<file path="config.mk">
export PLATFORM = sky130hd
export DESIGN_NAME = gpio_port_regs
export DESIGN_NICKNAME = d
export VERILOG_FILES = /design/src/rtl/gpio_port_pkg.sv /design/src/rtl/gpio_in_sync.sv /design/src/rtl/gpio_reg_bank.sv /design/src/rtl/gpio_pad_drive.sv /design/src/rtl/gpio_port_regs.sv
export SDC_FILE = /design/constraint.sdc
export NUM_CORES = 1
export LEC_CHECK = 0
export CAP_MARGIN = 0
export CORE_ASPECT_RATIO = 0.5
export CORE_MARGIN = 2
export CORE_UTILIZATION = 45
export CTS_BUF_LIST = sky130_fd_sc_hd__clkbuf_16
export CTS_CLUSTER_DIAMETER = 80
export DETAILED_ROUTE_END_ITERATION = 10
export GPL_TIMING_DRIVEN = 0
export PLACE_DENSITY = 0.87
export SYNTH_ARGS = -nofsm -noshare
export SYNTH_HDL_FRONTEND = slang
export SYNTH_SLANG_ARGS = --single-unit
</file>
<file path="constraint.sdc">
create_clock -name clk -period 2.1 [get_ports clk]
set_clock_uncertainty 0.2 [all_clocks]
set_input_delay 0.21 -clock clk [delete_from_list [all_inputs] [get_ports clk]]
set_output_delay 0.21 -clock clk [all_outputs]
set_load 0.01 [all_outputs]
</file>
<file path="src/rtl/gpio_port_pkg.sv">
package gpio_port_pkg;

    localparam int PINS       = 16;
    localparam int DATA_W     = 32;
    localparam int MODE_W     = 2;
    localparam int PIN_IDX_W  = $clog2(PINS);
    localparam int DIS_LSB    = 16;

    typedef enum logic [MODE_W-1:0] {
        PM_INPUT     = 2'd0,
        PM_PUSHPULL  = 2'd1,
        PM_OPENDRAIN = 2'd2,
        PM_QUASI     = 2'd3
    } pin_mode_e;

    localparam int OFS_MODE   = 'h000;
    localparam int OFS_DOUT   = 'h004;
    localparam int OFS_MASK   = 'h008;
    localparam int OFS_INDIS  = 'h00C;
    localparam int OFS_PSTATE = 'h010;

    localparam int ALIAS_STRIDE = 4;
    localparam int PORT_SPAN    = PINS * ALIAS_STRIDE;

endpackage

</file>
<file path="src/rtl/gpio_in_sync.sv">
module gpio_in_sync #(
    parameter int WIDTH  = 16,
    parameter int STAGES = 2
) (
    input  logic             clk,
    input  logic             rst_n,
    input  logic [WIDTH-1:0] async_in,
    output logic [WIDTH-1:0] sync_out
);

    logic [WIDTH-1:0] stage_q [STAGES];

    always_ff @(posedge clk or negedge rst_n) begin
        if (!rst_n) begin
            for (int s = 0; s < STAGES; s++) begin
                stage_q[s] <= '0;
            end
        end else begin
            stage_q[0] <= async_in;
            for (int s = 1; s < STAGES; s++) begin
                stage_q[s] <= stage_q[s-1];
            end
        end
    end

    assign sync_out = stage_q[STAGES-1];

endmodule

</file>
<file path="src/rtl/gpio_reg_bank.sv">
module gpio_reg_bank
    import gpio_port_pkg::*;
(
    input  logic                   clk,
    input  logic                   rst_n,
    input  logic                   wr_mode,
    input  logic                   wr_dout,
    input  logic                   wr_mask,
    input  logic                   wr_indis,
    input  logic                   wr_alias,
    input  logic [PIN_IDX_W-1:0]   alias_pin,
    input  logic [DATA_W-1:0]      wdata,
    output logic [MODE_W*PINS-1:0] mode_q,
    output logic [PINS-1:0]        dout_q,
    output logic [PINS-1:0]        mask_q,
    output logic [PINS-1:0]        indis_q
);

    logic [PINS-1:0] dout_next;

    always_comb begin
        dout_next = dout_q;
        if (wr_dout) begin
            dout_next = (dout_q & mask_q) | (wdata[PINS-1:0] & ~mask_q);
        end else if (wr_alias && !mask_q[alias_pin]) begin
            dout_next[alias_pin] = wdata[0];
        end
    end

    always_ff @(posedge clk or negedge rst_n) begin
        if (!rst_n) begin
            mode_q  <= '0;
            dout_q  <= '1;
            mask_q  <= '0;
            indis_q <= '0;
        end else begin
            if (wr_mode)  mode_q  <= wdata[MODE_W*PINS-1:0];
            if (wr_mask)  mask_q  <= wdata[PINS-1:0];
            if (wr_indis) indis_q <= wdata[DIS_LSB +: PINS];
            dout_q <= dout_next;
        end
    end

endmodule

</file>
<file path="src/rtl/gpio_pad_drive.sv">
module gpio_pad_drive
    import gpio_port_pkg::*;
(
    input  logic [MODE_W*PINS-1:0] mode_q,
    input  logic [PINS-1:0]        dout_q,
    output logic [PINS-1:0]        pad_out,
    output logic [PINS-1:0]        pad_oe,
    output logic [PINS-1:0]        pad_pu
);

    for (genvar i = 0; i < PINS; i++) begin : g_pin
        pin_mode_e pin_mode;
        assign pin_mode = pin_mode_e'(mode_q[MODE_W*i +: MODE_W]);

        always_comb begin
            unique case (pin_mode)
                PM_INPUT: begin
                    pad_out[i] = 1'b0;
                    pad_oe[i]  = 1'b0;
                    pad_pu[i]  = 1'b0;
                end
                PM_PUSHPULL: begin
                    pad_out[i] = dout_q[i];
                    pad_oe[i]  = 1'b1;
                    pad_pu[i]  = 1'b0;
                end
                PM_OPENDRAIN: begin
                    pad_out[i] = 1'b0;
                    pad_oe[i]  = ~dout_q[i];
                    pad_pu[i]  = 1'b0;
                end
                PM_QUASI: begin
                    pad_out[i] = 1'b0;
                    pad_oe[i]  = ~dout_q[i];
                    pad_pu[i]  = dout_q[i];
                end
                default: begin
                    pad_out[i] = 1'b0;
                    pad_oe[i]  = 1'b0;
                    pad_pu[i]  = 1'b0;
                end
            endcase
        end
    end

endmodule

</file>
<file path="src/rtl/gpio_port_regs.sv">
module gpio_port_regs
    import gpio_port_pkg::*;
#(
    parameter int ADDR_W     = 12,
    parameter int ALIAS_BASE = 'h400,
    parameter int PORT_IDX   = 0
) (
    input  logic              clk,
    input  logic              rst_n,
    input  logic [ADDR_W-1:0] bus_addr,
    input  logic              bus_wr,
    input  logic [31:0]       bus_wdata,
    output logic [31:0]       bus_rdata,
    input  logic [15:0]       pad_in,
    output logic [15:0]       pad_out,
    output logic [15:0]       pad_oe,
    output logic [15:0]       pad_pu
);

    localparam int ALIAS_LSB   = $clog2(PORT_SPAN);
    localparam int ALIAS_START = ALIAS_BASE + PORT_IDX * PORT_SPAN;
    localparam logic [ADDR_W-1:0] A_MODE   = ADDR_W'(OFS_MODE);
    localparam logic [ADDR_W-1:0] A_DOUT   = ADDR_W'(OFS_DOUT);
    localparam logic [ADDR_W-1:0] A_MASK   = ADDR_W'(OFS_MASK);
    localparam logic [ADDR_W-1:0] A_INDIS  = ADDR_W'(OFS_INDIS);
    localparam logic [ADDR_W-1:0] A_PSTATE = ADDR_W'(OFS_PSTATE);
    localparam logic [ADDR_W-1:0] A_ALIAS  = ADDR_W'(ALIAS_START);

    logic [MODE_W*PINS-1:0] mode_q;
    logic [PINS-1:0]        dout_q, mask_q, indis_q, sync_q, pin_state;
    logic                   alias_hit;
    logic [PIN_IDX_W-1:0]   alias_pin;

    assign alias_hit = (bus_addr[ADDR_W-1:ALIAS_LSB] == A_ALIAS[ADDR_W-1:ALIAS_LSB])
                    && (bus_addr[1:0] == 2'b00);
    assign alias_pin = bus_addr[2 +: PIN_IDX_W];

    gpio_in_sync #(.WIDTH(PINS), .STAGES(2)) u_sync (
        .clk      (clk),
        .rst_n    (rst_n),
        .async_in (pad_in),
        .sync_out (sync_q)
    );

    assign pin_state = sync_q & ~indis_q;

    gpio_reg_bank u_bank (
        .clk       (clk),
        .rst_n     (rst_n),
        .wr_mode   (bus_wr && bus_addr == A_MODE),
        .wr_dout   (bus_wr && bus_addr == A_DOUT),
        .wr_mask   (bus_wr && bus_addr == A_MASK),
        .wr_indis  (bus_wr && bus_addr == A_INDIS),
        .wr_alias  (bus_wr && alias_hit),
        .alias_pin (alias_pin),
        .wdata     (bus_wdata),
        .mode_q    (mode_q),
        .dout_q    (dout_q),
        .mask_q    (mask_q),
        .indis_q   (indis_q)
    );

    gpio_pad_drive u_drive (
        .mode_q  (mode_q),
        .dout_q  (dout_q),
        .pad_out (pad_out),
        .pad_oe  (pad_oe),
        .pad_pu  (pad_pu)
    );

    always_comb begin
        bus_rdata = '0;
        if (alias_hit) begin
            bus_rdata[0] = pin_state[alias_pin];
        end else if (bus_addr == A_MODE) begin
            bus_rdata = mode_q;
        end else if (bus_addr == A_DOUT) begin
            bus_rdata[PINS-1:0] = dout_q;
        end else if (bus_addr == A_MASK) begin
            bus_rdata[PINS-1:0] = mask_q;
        end else if (bus_addr == A_INDIS) begin
            bus_rdata[DIS_LSB +: PINS] = indis_q;
        end else if (bus_addr == A_PSTATE) begin
            bus_rdata[PINS-1:0] = pin_state;
        end
    end

    // ---------------- assertions ----------------
    logic [PINS-1:0] chk_pp, chk_quasi, chk_input;
    for (genvar i = 0; i < PINS; i++) begin : g_chk
        assign chk_pp[i]    = mode_q[MODE_W*i +: MODE_W] == 2'd1;
        assign chk_quasi[i] = mode_q[MODE_W*i +: MODE_W] == 2'd3;
        assign chk_input[i] = mode_q[MODE_W*i +: MODE_W] == 2'd0;
    end

    logic [1:0] since_rst;
    always_ff @(posedge clk or negedge rst_n) begin
        if (!rst_n)               since_rst <= '0;
        else if (since_rst != 2'd2) since_rst <= since_rst + 2'd1;
    end

    a_r3_no_drive_high: assert property (@(posedge clk) disable iff (!rst_n)
        (pad_out & pad_oe & ~chk_pp) == '0);

    a_r4_pullup_only_quasi: assert property (@(posedge clk) disable iff (!rst_n)
        (pad_pu & ~chk_quasi) == '0);

    a_r5_input_released: assert property (@(posedge clk) disable iff (!rst_n)
        ((pad_oe | pad_pu) & chk_input) == '0);

    a_r6_masked_hold: assert property (@(posedge clk) disable iff (!rst_n)
        (bus_wr && bus_addr == A_DOUT) |=> ((dout_q ^ $past(dout_q)) & $past(mask_q)) == '0);

    a_r10_alias_lands: assert property (@(posedge clk) disable iff (!rst_n)
        (bus_wr && alias_hit && !mask_q[alias_pin]) |=> dout_q[$past(alias_pin)] == $past(bus_wdata[0]));

    a_r8_sync_two_edges: assert property (@(posedge clk) disable iff (!rst_n)
        (since_rst == 2'd2) |-> sync_q == $past(pad_in, 2));

    a_r7_disabled_read_zero: assert property (@(posedge clk) disable iff (!rst_n)
        (bus_addr == A_PSTATE) |-> (bus_rdata[PINS-1:0] & indis_q) == '0);

endmodule

</file>
# After elaboration in Yosys (flattened, before gate mapping)
# Cells that the tools add are included.
[word_totals]
out_inout_bits = 80
reg_bits = 112
[classes]
n_reduce_logical = 76
n_eq_ne = 53
mux = 67
magnitude_cmp = 2
bitwise = 22
[op_table]
columns = ["op", "count"]
rows = [
  ["$mux 16", 9],
  ["$reduce_or 3->1", 32],
  ["$eq 2x2->1 const B", 32],
  ["$pmux 1 s2", 32],
  ["$and 16x16->16", 3],
  ["$pmux 1 s3", 16],
  ["$logic_not 2->1", 17],
  ["$eq 2x1->1 const B", 16],
  ["$mux 32", 1],
  ["$not 16->16", 2],
  ["$reduce_or 2->1", 16],
  ["$mux 31", 1],
  ["$eq 12x4->1 const B", 2],
  ["$bwmux 16", 1],
  ["$not 1->1", 16],
  ["$or 16x16->16", 1],
  ["$eq 12x3->1 const B", 1],
  ["$eq 12x5->1 const B", 1],
  ["$logic_not 12->1", 1],
  ["$bmux 1 s4", 2],
  ["$logic_and 1x1->1", 8],
  ["$eq 6x5->1 const B", 1],
  ["$lt 4x5->1 const B", 1],
  ["$demux 1 s4", 1],
  ["other kinds (4)", 7],
]

# Longest topological paths before layout
[logic_depth]
ltp_word = 8
ltp_mapped = 9
depth_no_buf = 6

# By module
# A second synthesis with hierarchy kept.
[hier_totals]
hier_cells = 580
hier_area_um2 = 5988.2
[modules_own_cells]
columns = ["mod", "area_per_inst_um2", "cells_each", "seq_area_each_um2", "n_inst"]
rows = [
  ["gpio_reg_bank", 3537.1, 272, 2021.9, 1],
  ["gpio_port_regs", 1089.8, 180, 0.0, 1],
  ["gpio_in_sync", 920.9, 48, 800.8, 1],
  ["gpio_pad_drive", 440.4, 80, 0.0, 1],
]

# Worst setup path before layout
# OpenSTA, ideal clock, no wires.
[synth_timing]
kind = "input-to-output"
startpoint = "input port bus_addr[2]"
endpoint = "output port bus_rdata[12]"
t_arrival_ps = 1874
n_path_buf = 3
path_stages = 8
setup_slack_ps = -184
required_time_ps = 1690
path_cell_list = "buf_2 buf_4 nor2b_1 nand2_1 nor2_2 clkbuf_1 a221oi_1 o21ai_0"
[synth_via]
elab_chain_cells = 7
elab_cells_between_ends = 11
cone_classes = "4 x eq/ne; 6 x mux; 1 x reduce/logical"
[synth_rtl]
columns = ["item", "line", "text"]
rows = [
  ["from (decl)", "gpio_port_regs.sv:10", "input logic [ADDR_W-1:0] bus_addr,"],
  ["$eq 12x5->1", "gpio_port_regs.sv:83", "end else if (bus_addr == A_PSTATE) begin"],
  ["$mux 16", "gpio_port_regs.sv:83", ""],
  ["$mux 16", "gpio_port_regs.sv:81", "end else if (bus_addr == A_INDIS) begin"],
  ["$mux 16", "gpio_port_regs.sv:79", "end else if (bus_addr == A_MASK) begin"],
  ["$mux 16", "gpio_port_regs.sv:77", "end else if (bus_addr == A_DOUT) begin"],
  ["$mux 32 (*)", "gpio_port_regs.sv:75", "end else if (bus_addr == A_MODE) begin"],
  ["$mux 31 (*)", "gpio_port_regs.sv:73", "if (alias_hit) begin"],
  ["to (decl)", "gpio_port_regs.sv:13", "output logic [31:0] bus_rdata,"],
]
# Mark *: on every way between the ends. The rest lies on a longest branch, timed or not.

# Final worst setup path
[layout_timing]
startpoint = "input port bus_addr[4]"
endpoint = "output port bus_rdata[0]"
[layout_via]
elab_chain_cells = 7
elab_cells_between_ends = 13
cone_classes = "4 x eq/ne; 8 x mux; 1 x reduce/logical"
[layout_rtl]
columns = ["item", "line"]
rows = [
  ["$eq 12x5->1", "gpio_port_regs.sv:83"],
  ["$mux 16", "gpio_port_regs.sv:83"],
  ["$mux 16", "gpio_port_regs.sv:81"],
  ["$mux 16", "gpio_port_regs.sv:79"],
  ["$mux 16", "gpio_port_regs.sv:77"],
  ["$mux 32", "gpio_port_regs.sv:75"],
  ["$mux 1 (*)", "gpio_port_regs.sv:73"],
]
# Mark *: on every way between the ends. The rest lies on a longest branch, timed or not. The select of a mux whose other input is x is not followed.

==> flow_summary.ini <==
[drt]
routed_wl_um = 21800
via_per_inst = 6.10
drcViolationCount = 0
drt-pass1-iter-count = 7
routedWlPerCell_um = 23.5
num_vias = 5665
drt_iter0_drc = 655
ant_nets = 0

[die]
row_count = 29
die_w_um = 164
design.die.area_mm2 = 0.0137
start_util = 0.457
die_h_um = 83.8
coreArea_mm2 = 0.0126
ios = 143

[pwr]
p_leak_uw = 0.00444
power.density_mw_per_mm2 = 489
peakVddDrop_v = 0.000370

[global_routing]
grt_max_degree = 61
grt_pass1_vias = 5535
overflow = 0
gr-usage-all-layers = 0.307
antenna_found_initial = 0
grt_pass1_wl_um = 31600

[synthesis]
yosys.area.top_type = dfrtp_1
ys_ff_latch = 112
yosysWarnings = 0
syn-num-nets = 593
syn_inst = 530
synth_edf_count = 0
postSynthAreaPerCell_um2 = 10.8
ys_seq_area_frac = 0.492
syn_area_mm2 = 0.00574
ys_top_cells_by_area = dfrtp_1 42%, mux2_2 13%, dfstp_2 7.3%, nor2_1 3.6%, nand2_1 3.5%
synth_cell_type_count = 54
synthArstFlopShare = 1.00
synth_top_area_frac = 0.419
synth_flop_cell = dfrtp_1

[finish]
n_antenna_cell = 0
areaGrowthSynthToFinish_pct = 55.6
final_layout_size_suffix_gt1_frac = 0.412
final_core_util = 0.711
fin_nets = 818
final_common_cell = dfrtp_1
stdcell_count = 929
mostFrequentLayoutCells = 96 x dfrtp_1, 81 x clkdlybuf4s50_1, 64 x mux2_2

[clock_tree]
htreeDepth = 3
numCtsBuffers = 9
clock_latency_ps = 360
clkTransAtPathRegs_ps = 90
cts.path.max_buffers = 2
cts_sinks = 112
cts_root_buffer = clkbuf_16
cts_tree = built

[setup_path]
worst_setup_path_end_kind = output port
arrival_ps = 2070
crit_path_start_kind = input port
worstSetupPathType = input port to output port
path_max_fanout = 10
cp.required_ps = 1690
reg2reg_depth = 8

[run_status]
violations = setup timing
status = complete, but fails checks

[sta]
rsz0062_at_grt = true
worstMarginPinSlew_ps = 1130
slew_headroom = 0.241
finalCriticalPeriod_ps = 2480
setup_viol = 42
drv_slew = 0
fin_ws_ps = -384
fmax_mhz = 403
hold_viol = 0
fin_crit_sh = 1.18

[min_path]
holdCritPathClass = input port to flop
hold_depth = 1

[placement]
dpl.hpwl_um = 13500
portBuffers = 140
dp_cells = 841
place_worst_setup_slack_ps = -1630
place_congestion = 0.933

[run]
cap_violations = 0
-- cell usage after synthesis, drive strengths merged (7+ instances only) --
library cell and number:
a21oi 20, a22o 15, a22oi 12, and3 21
buf 14, clkbuf 10, dfrtp 96, dfstp 16
mux2 68, mux2i 13, mux4 7, nand2 53
nand3 7, nor2 57, nor2b 21, o21ai 30
-- per-stage QoR --
step,setup TNS (ps),hold WS [ps],power (uW),instance area (um^2)
global route,-7370,70.6,4480,8930
finish,-5670,72.5,4370,8930
detailed placement,-123550,137,2590,7390
CTS,-1060,75.6,4330,8460
global placement,-498660,132,2580,7360
floorplan,-86.6,-286,2350,5750
-- kinds of logic (layout without fill, tap and decap cells) --
family                 Yosys count  count (layout)  synth area share
and+or+nand+nor                190             190             0.168
DFF                            112             112             0.492
AOI/OAI and AO/OA              110             110             0.132
muxes                           88              88             0.184
buffers and inverters           30             259            0.0229
-- timing repair --
item                                   4_1_cts  5_1_grt
gates resized for setup                    298      110
cloned                                       3        3
pin swaps                                   27       27
setup endpoints to repair                  112       78
hold buffers                                 1        0
endpoints found under the hold margin       52        0
setup buffers                               54       17
-- layer usage --
layer / up-vias / part of all wire / GRT usage
met4: 0 / 0.031 / 0.113
li1: 2390 / - / -
met2: 339 / 0.46 / 0.461
met1: 2862 / 0.41 / 0.426
met3: 74 / 0.099 / 0.0830
met5: - / 0 / 0
-- final timing paths --
check	start	endpoint	slack, ps
max	bus_addr[4]	bus_rdata[0]	-380
min	pad_in[14]	u_sync.stage_q[30]$_DFF_PN0_	70
max reg2reg	u_bank.mask_q[1]$_DFFE_PN0P_	flop	-220
min reg2reg	u_sync.stage_q[27]$_DFF_PN0_	u_sync.sync_out[11]$_DFF_PN0_	150
max in group asynchronous	rst_n	async pin	630
min in group asynchronous	rst_n	u_bank.indis_q[11]$_DFFE_PN0P_	270
-- worst max-delay path, cell delays in order --
cell       delay [ps]
buf_2             190
clkbuf_1          330
a2111oi_0         530
o21ai_0           240
o21ai_2           110
a21oi_1            50
a211oi_1          220
buf_2             180
-- power breakdown --
group | internal (uW) | leakage [uW] | switching (uW) | total [uW]
Sequential | 2200 | 0.00143 | 22.2 | 2220
Clock | 831 | 0.000137 | 891 | 1720
Combinational | 208 | 0.00288 | 219 | 427
-- layout make-up --
cell class,instances,area [um^2]
Buffer,24,294
Multi-Input combinational cell,388,3250
Clock buffer,9,225
Tap cell,170,213
Fill cell,839,3630
Clock inverter,6,61.3
Inverter,6,22.5
Timing Repair Buffer,214,2040
Sequential cell,112,2820
(Power assumes the default switching activity.)
